[config.mk]
export PLATFORM = sky130hd
export DESIGN_NAME = tick_down_timer
export DESIGN_NICKNAME = d
export VERILOG_FILES = /design/src/rtl/tmr_pkg.sv /design/src/rtl/tmr_access_decode.sv /design/src/rtl/tmr_regs.sv /design/src/rtl/tmr_counter.sv /design/src/rtl/tick_down_timer.sv
export SDC_FILE = /design/constraint.sdc
export NUM_CORES = 1
export LEC_CHECK = 0
export BUFFER_PORTS_ARGS = -buffer_cell sky130_fd_sc_hd__buf_2
export CORE_MARGIN = 2
export CORE_UTILIZATION = 35
export DETAILED_ROUTE_END_ITERATION = 7
export PLACE_DENSITY_LB_ADDON = 0.05
export SYNTH_ARGS = -nofsm -noshare
export SYNTH_HDL_FRONTEND = slang
export SYNTH_SLANG_ARGS = --single-unit
export TNS_END_PERCENT = 5
[constraint.sdc]
create_clock -name clk -period 5.8 [get_ports clk]
set_clock_uncertainty 0.15 [all_clocks]
set_input_delay 1.16 -clock clk [delete_from_list [all_inputs] [get_ports clk]]
set_output_delay 1.16 -clock clk [all_outputs]
set_load 0.02 [all_outputs]
[src/rtl/tmr_pkg.sv]
// Package: shared constants and types for the countdown timer.
// Assumes a word-addressed register file of exactly four slots.
package tmr_pkg;
    localparam int NREGS = 4;

    typedef enum logic [1:0] {
        SEL_SCRATCH = 2'd0,
        SEL_CTRL    = 2'd1,
        SEL_RELOAD  = 2'd2,
        SEL_COUNT   = 2'd3
    } reg_sel_e;
endpackage

[src/rtl/tmr_access_decode.sv]
// Module: tmr_access_decode
// Classifies a register request as legal or illegal and produces one-hot
// write strobes and a read select. Assumes byte offsets and a byte count.
module tmr_access_decode
    import tmr_pkg::*;
#(
    parameter int ADDR_W = 5,
    parameter int SIZE_W = 3,
    parameter int NBYTES = 4
) (
    input  logic                 valid_i,
    input  logic                 write_i,
    input  logic [ADDR_W-1:0]    addr_i,
    input  logic [SIZE_W-1:0]    size_i,
    output logic                 ok_o,
    output logic                 bad_o,
    output logic                 rd_en_o,
    output reg_sel_e             rd_sel_o,
    output logic [NREGS-1:0]     wr_stb_o
);
    localparam int WORD_LSB = $clog2(NBYTES);
    localparam int WORD_W   = ADDR_W - WORD_LSB;

    logic [WORD_W-1:0] word;
    logic              aligned, mapped, full, ro_hit;

    // Field extraction and legality terms.
    always_comb begin
        word    = addr_i[ADDR_W-1:WORD_LSB];
        aligned = (addr_i[WORD_LSB-1:0] == '0);
        mapped  = (word < WORD_W'(NREGS));
        full    = (size_i == SIZE_W'(NBYTES));
        ro_hit  = write_i && (word == WORD_W'(SEL_COUNT));
        ok_o    = valid_i && aligned && mapped && full && !ro_hit;
        bad_o   = valid_i && !ok_o;
        rd_en_o = ok_o && !write_i;
        rd_sel_o = reg_sel_e'(word[1:0]);
    end

    // One write strobe per register slot.
    for (genvar i = 0; i < NREGS; i++) begin : g_stb
        assign wr_stb_o[i] = ok_o && write_i && (word == WORD_W'(i));
    end
endmodule

[src/rtl/tmr_regs.sv]
// Module: tmr_regs
// Holds the scratch, control and reload registers, exposes the values a
// same-cycle tick must see, and muxes the read value. Data is in register
// (not lane) order.
module tmr_regs
    import tmr_pkg::*;
#(
    parameter int DATA_W = 32
) (
    input  logic              clk,
    input  logic              rst_n,
    input  logic [NREGS-1:0]  wr_stb_i,
    input  logic [DATA_W-1:0] wr_val_i,
    input  reg_sel_e          rd_sel_i,
    input  logic [DATA_W-1:0] count_i,
    output logic [DATA_W-1:0] ctrl_eff_o,
    output logic [DATA_W-1:0] reload_eff_o,
    output logic [DATA_W-1:0] rd_val_o
);
    logic [DATA_W-1:0] scratch_q, ctrl_q, reload_q;

    // Register storage, written only through the decoded strobes.
    always_ff @(posedge clk) begin
        if (!rst_n) begin
            scratch_q <= '0;
            ctrl_q    <= '0;
            reload_q  <= '0;
        end else begin
            if (wr_stb_i[SEL_SCRATCH]) scratch_q <= wr_val_i;
            if (wr_stb_i[SEL_CTRL])    ctrl_q    <= wr_val_i;
            if (wr_stb_i[SEL_RELOAD])  reload_q  <= wr_val_i;
        end
    end

    // Write-through view so a same-cycle tick uses freshly written values.
    always_comb begin
        ctrl_eff_o   = wr_stb_i[SEL_CTRL]   ? wr_val_i : ctrl_q;
        reload_eff_o = wr_stb_i[SEL_RELOAD] ? wr_val_i : reload_q;
    end

    // Read multiplexer over the four slots.
    always_comb begin
        unique case (rd_sel_i)
            SEL_SCRATCH: rd_val_o = scratch_q;
            SEL_CTRL:    rd_val_o = ctrl_q;
            SEL_RELOAD:  rd_val_o = reload_q;
            default:     rd_val_o = count_i;
        endcase
    end

    // without a strobe no stored register may move.
    p_no_stray_write_r10: assert property (@(posedge clk) disable iff (!rst_n)
        (wr_stb_i == '0) |=> ($stable(scratch_q) && $stable(ctrl_q) && $stable(reload_q)));

    // the scratch register changes only on its own strobe.
    p_scratch_sw_only_r2: assert property (@(posedge clk) disable iff (!rst_n)
        !wr_stb_i[SEL_SCRATCH] |=> $stable(scratch_q));
endmodule

[src/rtl/tmr_counter.sv]
// Module: tmr_counter
// The live count and the interrupt pulse. Assumes run/auto-reload and the
// reload value already include any same-cycle register write.
module tmr_counter #(
    parameter int DATA_W = 32
) (
    input  logic              clk,
    input  logic              rst_n,
    input  logic              tick_i,
    input  logic              run_i,
    input  logic              autoreload_i,
    input  logic [DATA_W-1:0] reload_i,
    output logic [DATA_W-1:0] count_o,
    output logic              irq_o
);
    logic [DATA_W-1:0] count_nxt;
    logic              at_zero;

    // Next-count rule: decrement, reload after zero, or hold.
    always_comb begin
        at_zero   = (count_o == '0);
        count_nxt = count_o;
        if (tick_i && run_i) begin
            if (!at_zero)          count_nxt = count_o - 1'b1;
            else if (autoreload_i) count_nxt = reload_i;
        end
    end

    // Count and interrupt registers.
    always_ff @(posedge clk) begin
        if (!rst_n) begin
            count_o <= '0;
            irq_o   <= 1'b0;
        end else begin
            count_o <= count_nxt;
            irq_o   <= tick_i && autoreload_i && (count_nxt == '0);
        end
    end

    // no tick or not running means the count is frozen.
    p_hold_r5: assert property (@(posedge clk) disable iff (!rst_n)
        (!tick_i || !run_i) |=> $stable(count_o));

    // running tick on a nonzero count decrements by one.
    p_dec_r6: assert property (@(posedge clk) disable iff (!rst_n)
        (tick_i && run_i && count_o != '0) |=> (count_o == $past(count_o) - 1'b1));

    // running tick at zero reloads, or stays at zero without auto-reload.
    p_reload_r7: assert property (@(posedge clk) disable iff (!rst_n)
        (tick_i && run_i && count_o == '0 && autoreload_i) |=> (count_o == $past(reload_i)));
    p_zero_stays_r7: assert property (@(posedge clk) disable iff (!rst_n)
        (tick_i && run_i && count_o == '0 && !autoreload_i) |=> (count_o == '0));

    // the pulse follows only a tick that leaves a zero count with the enable set.
    p_irq_cause_r8: assert property (@(posedge clk) disable iff (!rst_n)
        irq_o |-> ($past(tick_i) && $past(autoreload_i) && count_o == '0));
    p_irq_fires_r8: assert property (@(posedge clk) disable iff (!rst_n)
        ($past(rst_n) && $past(tick_i) && $past(autoreload_i) && count_o == '0) |-> irq_o);
endmodule

[src/rtl/tick_down_timer.sv]
// Module: tick_down_timer (top)
// Register-mapped countdown timer. Converts between big-endian byte lanes
// and register order, ties decode, storage and counter together, and
// registers the one-cycle-late read/error response. Single clock domain.
module tick_down_timer
    import tmr_pkg::*;
#(
    parameter int DATA_W     = 32,
    parameter int ADDR_W     = 5,
    parameter int SIZE_W     = 3,
    parameter int RUN_BIT    = 2,
    parameter int RELOAD_BIT = 0
) (
    input  logic              clk,
    input  logic              rst_n,
    input  logic              tick_i,
    input  logic              req_valid_i,
    input  logic              req_write_i,
    input  logic [ADDR_W-1:0] req_addr_i,
    input  logic [SIZE_W-1:0] req_size_i,
    input  logic [DATA_W-1:0] req_wdata_i,
    output logic [DATA_W-1:0] rsp_rdata_o,
    output logic              rsp_err_o,
    output logic              irq_o
);
    localparam int NBYTES = DATA_W / 8;

    logic              ok, bad, rd_en;
    reg_sel_e          rd_sel;
    logic [NREGS-1:0]  wr_stb;
    logic [DATA_W-1:0] wr_val, rd_val, rd_lanes;
    logic [DATA_W-1:0] ctrl_eff, reload_eff, count;

    // Byte-lane reordering: lane k <-> register byte (NBYTES-1-k).
    for (genvar k = 0; k < NBYTES; k++) begin : g_lane
        assign wr_val[DATA_W-1-8*k -: 8]  = req_wdata_i[8*k +: 8];
        assign rd_lanes[8*k +: 8]         = rd_val[DATA_W-1-8*k -: 8];
    end

    tmr_access_decode #(
        .ADDR_W(ADDR_W), .SIZE_W(SIZE_W), .NBYTES(NBYTES)
    ) u_decode (
        .valid_i (req_valid_i),
        .write_i (req_write_i),
        .addr_i  (req_addr_i),
        .size_i  (req_size_i),
        .ok_o    (ok),
        .bad_o   (bad),
        .rd_en_o (rd_en),
        .rd_sel_o(rd_sel),
        .wr_stb_o(wr_stb)
    );

    tmr_regs #(.DATA_W(DATA_W)) u_regs (
        .clk         (clk),
        .rst_n       (rst_n),
        .wr_stb_i    (wr_stb),
        .wr_val_i    (wr_val),
        .rd_sel_i    (rd_sel),
        .count_i     (count),
        .ctrl_eff_o  (ctrl_eff),
        .reload_eff_o(reload_eff),
        .rd_val_o    (rd_val)
    );

    tmr_counter #(.DATA_W(DATA_W)) u_counter (
        .clk         (clk),
        .rst_n       (rst_n),
        .tick_i      (tick_i),
        .run_i       (ctrl_eff[RUN_BIT]),
        .autoreload_i(ctrl_eff[RELOAD_BIT]),
        .reload_i    (reload_eff),
        .count_o     (count),
        .irq_o       (irq_o)
    );

    // Response register: read data or zero, plus the error pulse.
    always_ff @(posedge clk) begin
        if (!rst_n) begin
            rsp_rdata_o <= '0;
            rsp_err_o   <= 1'b0;
        end else begin
            rsp_rdata_o <= rd_en ? rd_lanes : '0;
            rsp_err_o   <= bad;
        end
    end

    // an error response never carries data.
    p_err_no_data_r10: assert property (@(posedge clk) disable iff (!rst_n)
        rsp_err_o |-> (rsp_rdata_o == '0));

    // the error pulse follows an accepted-as-illegal request only.
    p_err_cause_r10: assert property (@(posedge clk) disable iff (!rst_n)
        rsp_err_o |-> ($past(req_valid_i) && !$past(ok)));

    // a write aimed at the live count never alters it without a tick.
    p_count_ro_r4: assert property (@(posedge clk) disable iff (!rst_n)
        (req_valid_i && req_write_i && req_addr_i == ADDR_W'(12) && !tick_i) |=> $stable(count));

    // with no legal read the data bus is idle at zero.
    p_idle_data_r11: assert property (@(posedge clk) disable iff (!rst_n)
        !rd_en |=> (rsp_rdata_o == '0));
endmodule

Word-level counts from Yosys, hierarchy flattened. Index checks and enable logic that the tools add are counted.

Add/sub/neg operators: 1. Multipliers: 0. Div/mod/pow operators: 0. Magnitude comparators: 1. Equality and inequality tests: 6. Shift operators: 0. Mux-type cells: 6. Bitwise gates (word level): 0. Reductions and logical operators: 23.

Operator list (number): $mux W32 (4); $pmux W32 S3 (1); $logic_not A32 Y1 (2); $sub A32 B1 Y32 const B (1); $logic_and A1 B1 Y1 (14); $eq A3 B2 Y1 const B (2); $logic_not A2 Y1 (2); $eq A3 B1 Y1 const B (1); $eq A3 B3 Y1 const B (1); $logic_not A1 Y1 (3); $logic_not A3 Y1 (1); $lt A3 B3 Y1 const B (1); $mux W3 (1); $eq A2 B1 Y1 const B (1); $eq A2 B2 Y1 const B (1); $reduce_and A2 Y1 (1).

Flip-flop bits (word level): 162. Bits in latches: 0. RAM bits: 0. ROM bits: 0. Input port bits: 45. Output and inout port bits: 34. Memories kept: 0.

Longest topological paths before layout.
Word-level depth: 13. Mapped depth: 13. Gate-level depth less buffers: 11.

Cells and area by module. Synthesis repeated with hierarchy kept, for this count alone.

Cell total of the unflattened synthesis: 778. Area, all modules: 8290.5 sq um.

Modules (own cells, without submodules): tmr_regs (instances 1, cells an instance 350, area an instance 4758.3 sq um, sequential area each 1921.8 sq um); tmr_counter (instances 1, cells an instance 338, area an instance 2467.4 sq um, sequential area each 660.6 sq um); tick_down_timer (instances 1, cells an instance 72, area an instance 934.6 sq um, sequential area each 660.6 sq um); tmr_access_decode (instances 1, cells an instance 18, area an instance 130.1 sq um, sequential area each 0.0 sq um).

Worst setup path after synthesis. OpenSTA, ideal clock, no wires.

Path kind: input to register. Start: in req_addr_i[4]. End: reg u_counter.irq_o. Library setup time: 88 ps. Arrival: 3384 ps. Required time: 5562 ps. Slack: 2178 ps. Cell stages on the path: 8. Buffers on the path: 0. Cells stage by stage: or4b_4 > o31ai_4 > nand2_1 > nand2_2 > o22ai_1 > a22o_1 > or4_1 > nor4_2.

Longest elaborated chain between the ends: 12.

RTL lines: start: declaration (RTL line tick_down_timer.sv:19) `input logic [ADDR_W-1:0] req_addr_i,`; $lt A3 B3 Y1 or $eq A3 B2 Y1 (tied branches) (RTL line tmr_access_decode.sv:31, tmr_access_decode.sv:33); $logic_and A1 B1 Y1 (on tied branches) (RTL line tmr_access_decode.sv:34, tmr_access_decode.sv:33); $logic_and A1 B1 Y1 or $logic_not A1 Y1 (tied branches) (RTL line tmr_access_decode.sv:34) `ok_o = valid_i && aligned && mapped && full && !ro_hit;`; $logic_and A1 B1 Y1 (RTL line tmr_access_decode.sv:34); $logic_and A1 B1 Y1 (2 in a row) (RTL line tmr_access_decode.sv:42) `assign wr_stb_o[i] = ok_o && write_i && (word == WORD_W'(i));`; $mux W32 or $mux W3 (tied branches) (RTL line tmr_regs.sv:38, tmr_regs.sv:37); $mux W32 (RTL line tmr_counter.sv:25) `else if (autoreload_i) count_nxt = reload_i;`; $mux W32 (RTL line tmr_counter.sv:24) `if (!at_zero) count_nxt = count_o - 1'b1;`; $mux W32 (RTL line tmr_counter.sv:23) `if (tick_i && run_i) begin`; $logic_not A32 Y1 (RTL line tmr_counter.sv:36) `irq_o <= tick_i && autoreload_i && (count_nxt == '0);`; $logic_and A1 B1 Y1 * (RTL line tmr_counter.sv:36); end signal: assignment (RTL line tmr_counter.sv:36); end: declaration (RTL line tmr_counter.sv:14) `output logic irq_o`.

Mark *: on every way between the ends. The rest lies on a longest branch, timed or not. A chain may end at the register's enable or synchronous reset.

Worst setup path in the final report.
Start: in req_addr_i[2]. End: reg u_counter.irq_o.

The elaborated chain is that of the path after synthesis.

==> metrics.md <==
| Metric | Value |
|---|---|
| Status | complete, no violations |
| Placed wire-length estimate after detailed placement | 16.4 mm |
| Critical Path Stages | 10 |
| Top metal layer carrying routed signals | met4 |
| Met2 routed WL | 10.6 mm |
| Syn nets | 847 |
| Dominant combinational cell family by area after synthesis | simple AND/OR/NAND/NOR gates |
| Nets@finish | 905 |
| Die H | 149 um |
| Worst Path Arrival | 4.36 ns |
| Cells after DPL | 1114 |
| Met1 wire length | 11.6 mm |
| Antenna viol nets, final | 0 |
| Count of pins over their slew limit | 0 |
| Critical path peak fanout | 15 |
| Count of buffer and inverter cells on the critical path | 1 |
| Growth of design area from synthesis to finish | 16.2% |
| Routed vias/inst | 5.45 |
| Synth Area in XOR/XNOR | 0 |
| CP endpoint kind | flip-flop |
| Max-Slew Margin vs Limit | 0.399 |
| Number of synthesized flops with an enable pin | 0 |
| Number of warnings reported in the yosys synthesis log | 0 |
| Biggest cell delay along the critical path | 0.62 ns |
| Global-route wire length before repair | 36.9 mm |
| Commonest non-fill, non-tap cell in the layout | sky130_fd_sc_hd__dfxtp_1 |
| Critical Setup Path Class | input pin to flip-flop |
| Fraction of the yosys area taken by sequential cells | 0.438 |
| Number of distinct library cell variants in the gate-level netlist after synthesis | 70 |
| Diode count | 0 |
| Pwr dens | 266 nW/um2 |
| Placeable core area | 20900 um2 |
| Number of instances resized during post-cts repair | 0 |
| H-tree depth reported by CTS | 4 |
| Ordered list of cells on the worst path | buf_2 -> and4bb_2 -> nand3_1 -> a31oi_2 -> nor2_1 -> and3_1 -> a311oi_1 -> nor4b_1 -> nand4_1 -> nor4_2 |
| Number of cells traversed by the worst hold path | 2 |
| Horizontal die dimension | 149 um |
| Worst voltage drop across the vdd grid | 0.178 mV |
| Tot GR Track Use | 0.217 |
| Fraction of layout cells with a size suffix above 1 | 0.216 |
| CTS tree | done |
| Length of routed met3 wiring | 976 um |
| Async SR Flop Fraction | 0 |
| Via count of the first global-routing pass | 6263 |
| Port buffer count | 78 |
| Final Cycle Share | 0.719 |
| Required @ worst endpoint | 5.99 ns |
| Post-CTS setup buffer count | 0 |
| Filler Cells Inserted | 2114 |
| TritonCTS Sinks | 162 |
| Basic-gate share of the synthesized area counting and, or, nand and nor cells | 0.254 |
| Synthesized-area fraction occupied by ao, oa, aoi and oai cells | 0.132 |
| Cell at the root of the clock tree | sky130_fd_sc_hd__clkbuf_16 |
| Drt pass-1 iters | 5 |
| Portion of netlist area occupied by mux cells | 0.141 |
| Clock input transition at the sequential cells of the worst setup and hold paths | 0.07 ns |
| Reg2reg path depth | 10 |
| Routed vias | 6242 |
| Worst-skew pair later-pin latency | 0.43 ns |
| Crit path max-delay family | simple AND/OR/NAND/NOR gates |
| Cell area after technology mapping | 7410 um2 |
| Total I/O pin count | 79 |
| Smallest hold slack | 0.304 ns |
| Post-Synth Adder-Cell Area | 0.00338 |
| Final WL | 23.5 mm |
| Post-Place Worst Slack | 1.18 ns |
| Leading cell types in the layout, fill and taps excluded | 162 x sky130_fd_sc_hd__dfxtp_1, 154 x sky130_fd_sc_hd__nand2_1, 78 x sky130_fd_sc_hd__buf_2 |
| Leading register cell type out of synthesis | sky130_fd_sc_hd__dfxtp_1 |
| Kind of start point of the critical path | input pin |
| Antenna violations before repair | 0 |
| Slowest cell on the critical path | sky130_fd_sc_hd__a31oi_2 |
| Number of max-cap violations | 0 |
| Setup-failing EPs final | 0 |
| Final count of hold timing violations | 0 |
| Final routed DRC violation total | 0 |
| Routability cong. | 0.873 |
| Die Area | 22300 um2 |
| Drt first-iter violations | 381 |
| Number of flip-flops and latches in the synthesized netlist | 162 |
| Leakage | 0.00336 uW |
| Global-route congestion overflow total | 0 |
| Hold bufs inserted after CTS | 0 |
| Type of the most critical hold path | flip-flop to flip-flop |
| Number of rows in the core area | 53 |
| Mapped Avg Cell Area | 9.26 um2 |
| TritonCTS buffer count | 17 |
| Number of standard cells in the final layout excluding fillers | 1146 |
| Maximum number of pins on one net before global-route repair | 58 |
| Effective utilization at floorplan | 0.355 |
| Setup repair after global routing missed its margin | false |
| Synth Instances | 800 |
| Routed WL per cell | 20.5 um |
| Achievable Freq | 240 MHz |
| Final sum of negative setup slack | 0 ns |
| Bufs on Longest Clock Path | 2 |
| Worst Slack Setup Final | 1.63 ns |
| Transition time of the tightest slew-check pin | 0.897 ns |
| Final Critical Period | 4.17 ns |
[per-layer routing]
metal	vias to the layer above	GRT usage
met3	24	0.0293
li1	2974	-
met4	0	0.0633
met1	3083	0.314
met2	161	0.338
met5	-	0
[stage by stage]
stage,utilization,area (um2),power [uW]
floorplan,-,7410,1180
global placement,0.384,8030,1210
detailed placement,0.384,8030,1210
CTS,0.412,8610,2320
global route,0.412,8610,2380
finish,0.412,8610,2290
[where the power goes]
group / total, uW / internal, uW / switching [uW]
clock network: 1110 / 620 / 488
logic: 73.4 / 25.1 / 48.3
registers: 1110 / 1110 / 0.184
total: 2290 / 1760 / 536
[state kept, by name (all words and copies together), names as in the netlist]
| name | cells |
|---|---|
| u_counter.irq_o | 1 |
| rsp_rdata_o | 32 |
| u_regs.reload_q | 32 |
| u_regs.ctrl_q | 32 |
| u_counter.count_o | 32 |
| u_regs.scratch_q | 32 |
| rsp_err_o | 1 |
[cell type report]
class                   count  area (um2)  area share
flip-flops and latches    162        3240       0.377
inverters                   6        23.8     0.00276
well taps                 275         344      0.0400
multi-input cells         581        3940       0.458
clock buffers              19         453      0.0526
repair buffers             90         480      0.0558
clock inverters            13         124      0.0144
[worst paths after layout]
check,start,end,slack [ns]
setup / recovery,req_addr_i[2],u_counter.irq_o,1.63
hold / removal,u_regs.scratch_q[20],u_regs.scratch_q[20],0.30
setup reg to reg,u_counter.count_o[4],u_counter.irq_o,1.78
hold reg to reg,u_regs.scratch_q[20],u_regs.scratch_q[20],0.30
[cell usage after synthesis, types with 6 or more instances]
cell | number | area share
sky130_fd_sc_hd__mux2i_1 | 31 | 0.042
sky130_fd_sc_hd__o21ai_1 | 6 | 0.0041
sky130_fd_sc_hd__and2_1 | 21 | 0.018
sky130_fd_sc_hd__nor2b_1 | 32 | 0.027
sky130_fd_sc_hd__o22ai_1 | 6 | 0.0051
sky130_fd_sc_hd__nand4_1 | 12 | 0.010
sky130_fd_sc_hd__or4_1 | 9 | 0.0091
sky130_fd_sc_hd__buf_2 | 9 | 0.0061
sky130_fd_sc_hd__nor2_1 | 71 | 0.036
sky130_fd_sc_hd__nand2_1 | 154 | 0.078
sky130_fd_sc_hd__a21oi_1 | 75 | 0.051
sky130_fd_sc_hd__nand3_1 | 12 | 0.0081
sky130_fd_sc_hd__dfxtp_1 | 162 | 0.44
sky130_fd_sc_hd__nor4_1 | 8 | 0.0068
sky130_fd_sc_hd__o21ai_0 | 14 | 0.0095
sky130_fd_sc_hd__o211ai_1 | 8 | 0.0081
sky130_fd_sc_hd__mux4_2 | 32 | 0.097
sky130_fd_sc_hd__clkbuf_1 | 35 | 0.018
sky130_fd_sc_hd__nor3_1 | 8 | 0.0054
[cell families (layout without fill, tap and decap cells)]
logic type	Yosys count	after routing
AOI/OAI and AO/OA	150	150
DFF	162	162
muxes	64	64
adders and majority gates	2	2
buffers and inverters	57	128
and+or+nand+nor	365	365
[worst reg2reg max path, stage by stage (launching register included)]
cell,delay [ns]
sky130_fd_sc_hd__dfxtp_1,0.43
sky130_fd_sc_hd__nor4_4,0.55
sky130_fd_sc_hd__nand4_2,0.27
sky130_fd_sc_hd__nor3_2,0.75
sky130_fd_sc_hd__buf_4,0.33
sky130_fd_sc_hd__nand2_2,0.20
sky130_fd_sc_hd__nand2_1,0.12
sky130_fd_sc_hd__nand2_1,0.06
sky130_fd_sc_hd__a22o_1,0.28
sky130_fd_sc_hd__or4_1,0.56
sky130_fd_sc_hd__nor4_2,0.27
(Power assumes the default switching activity.)
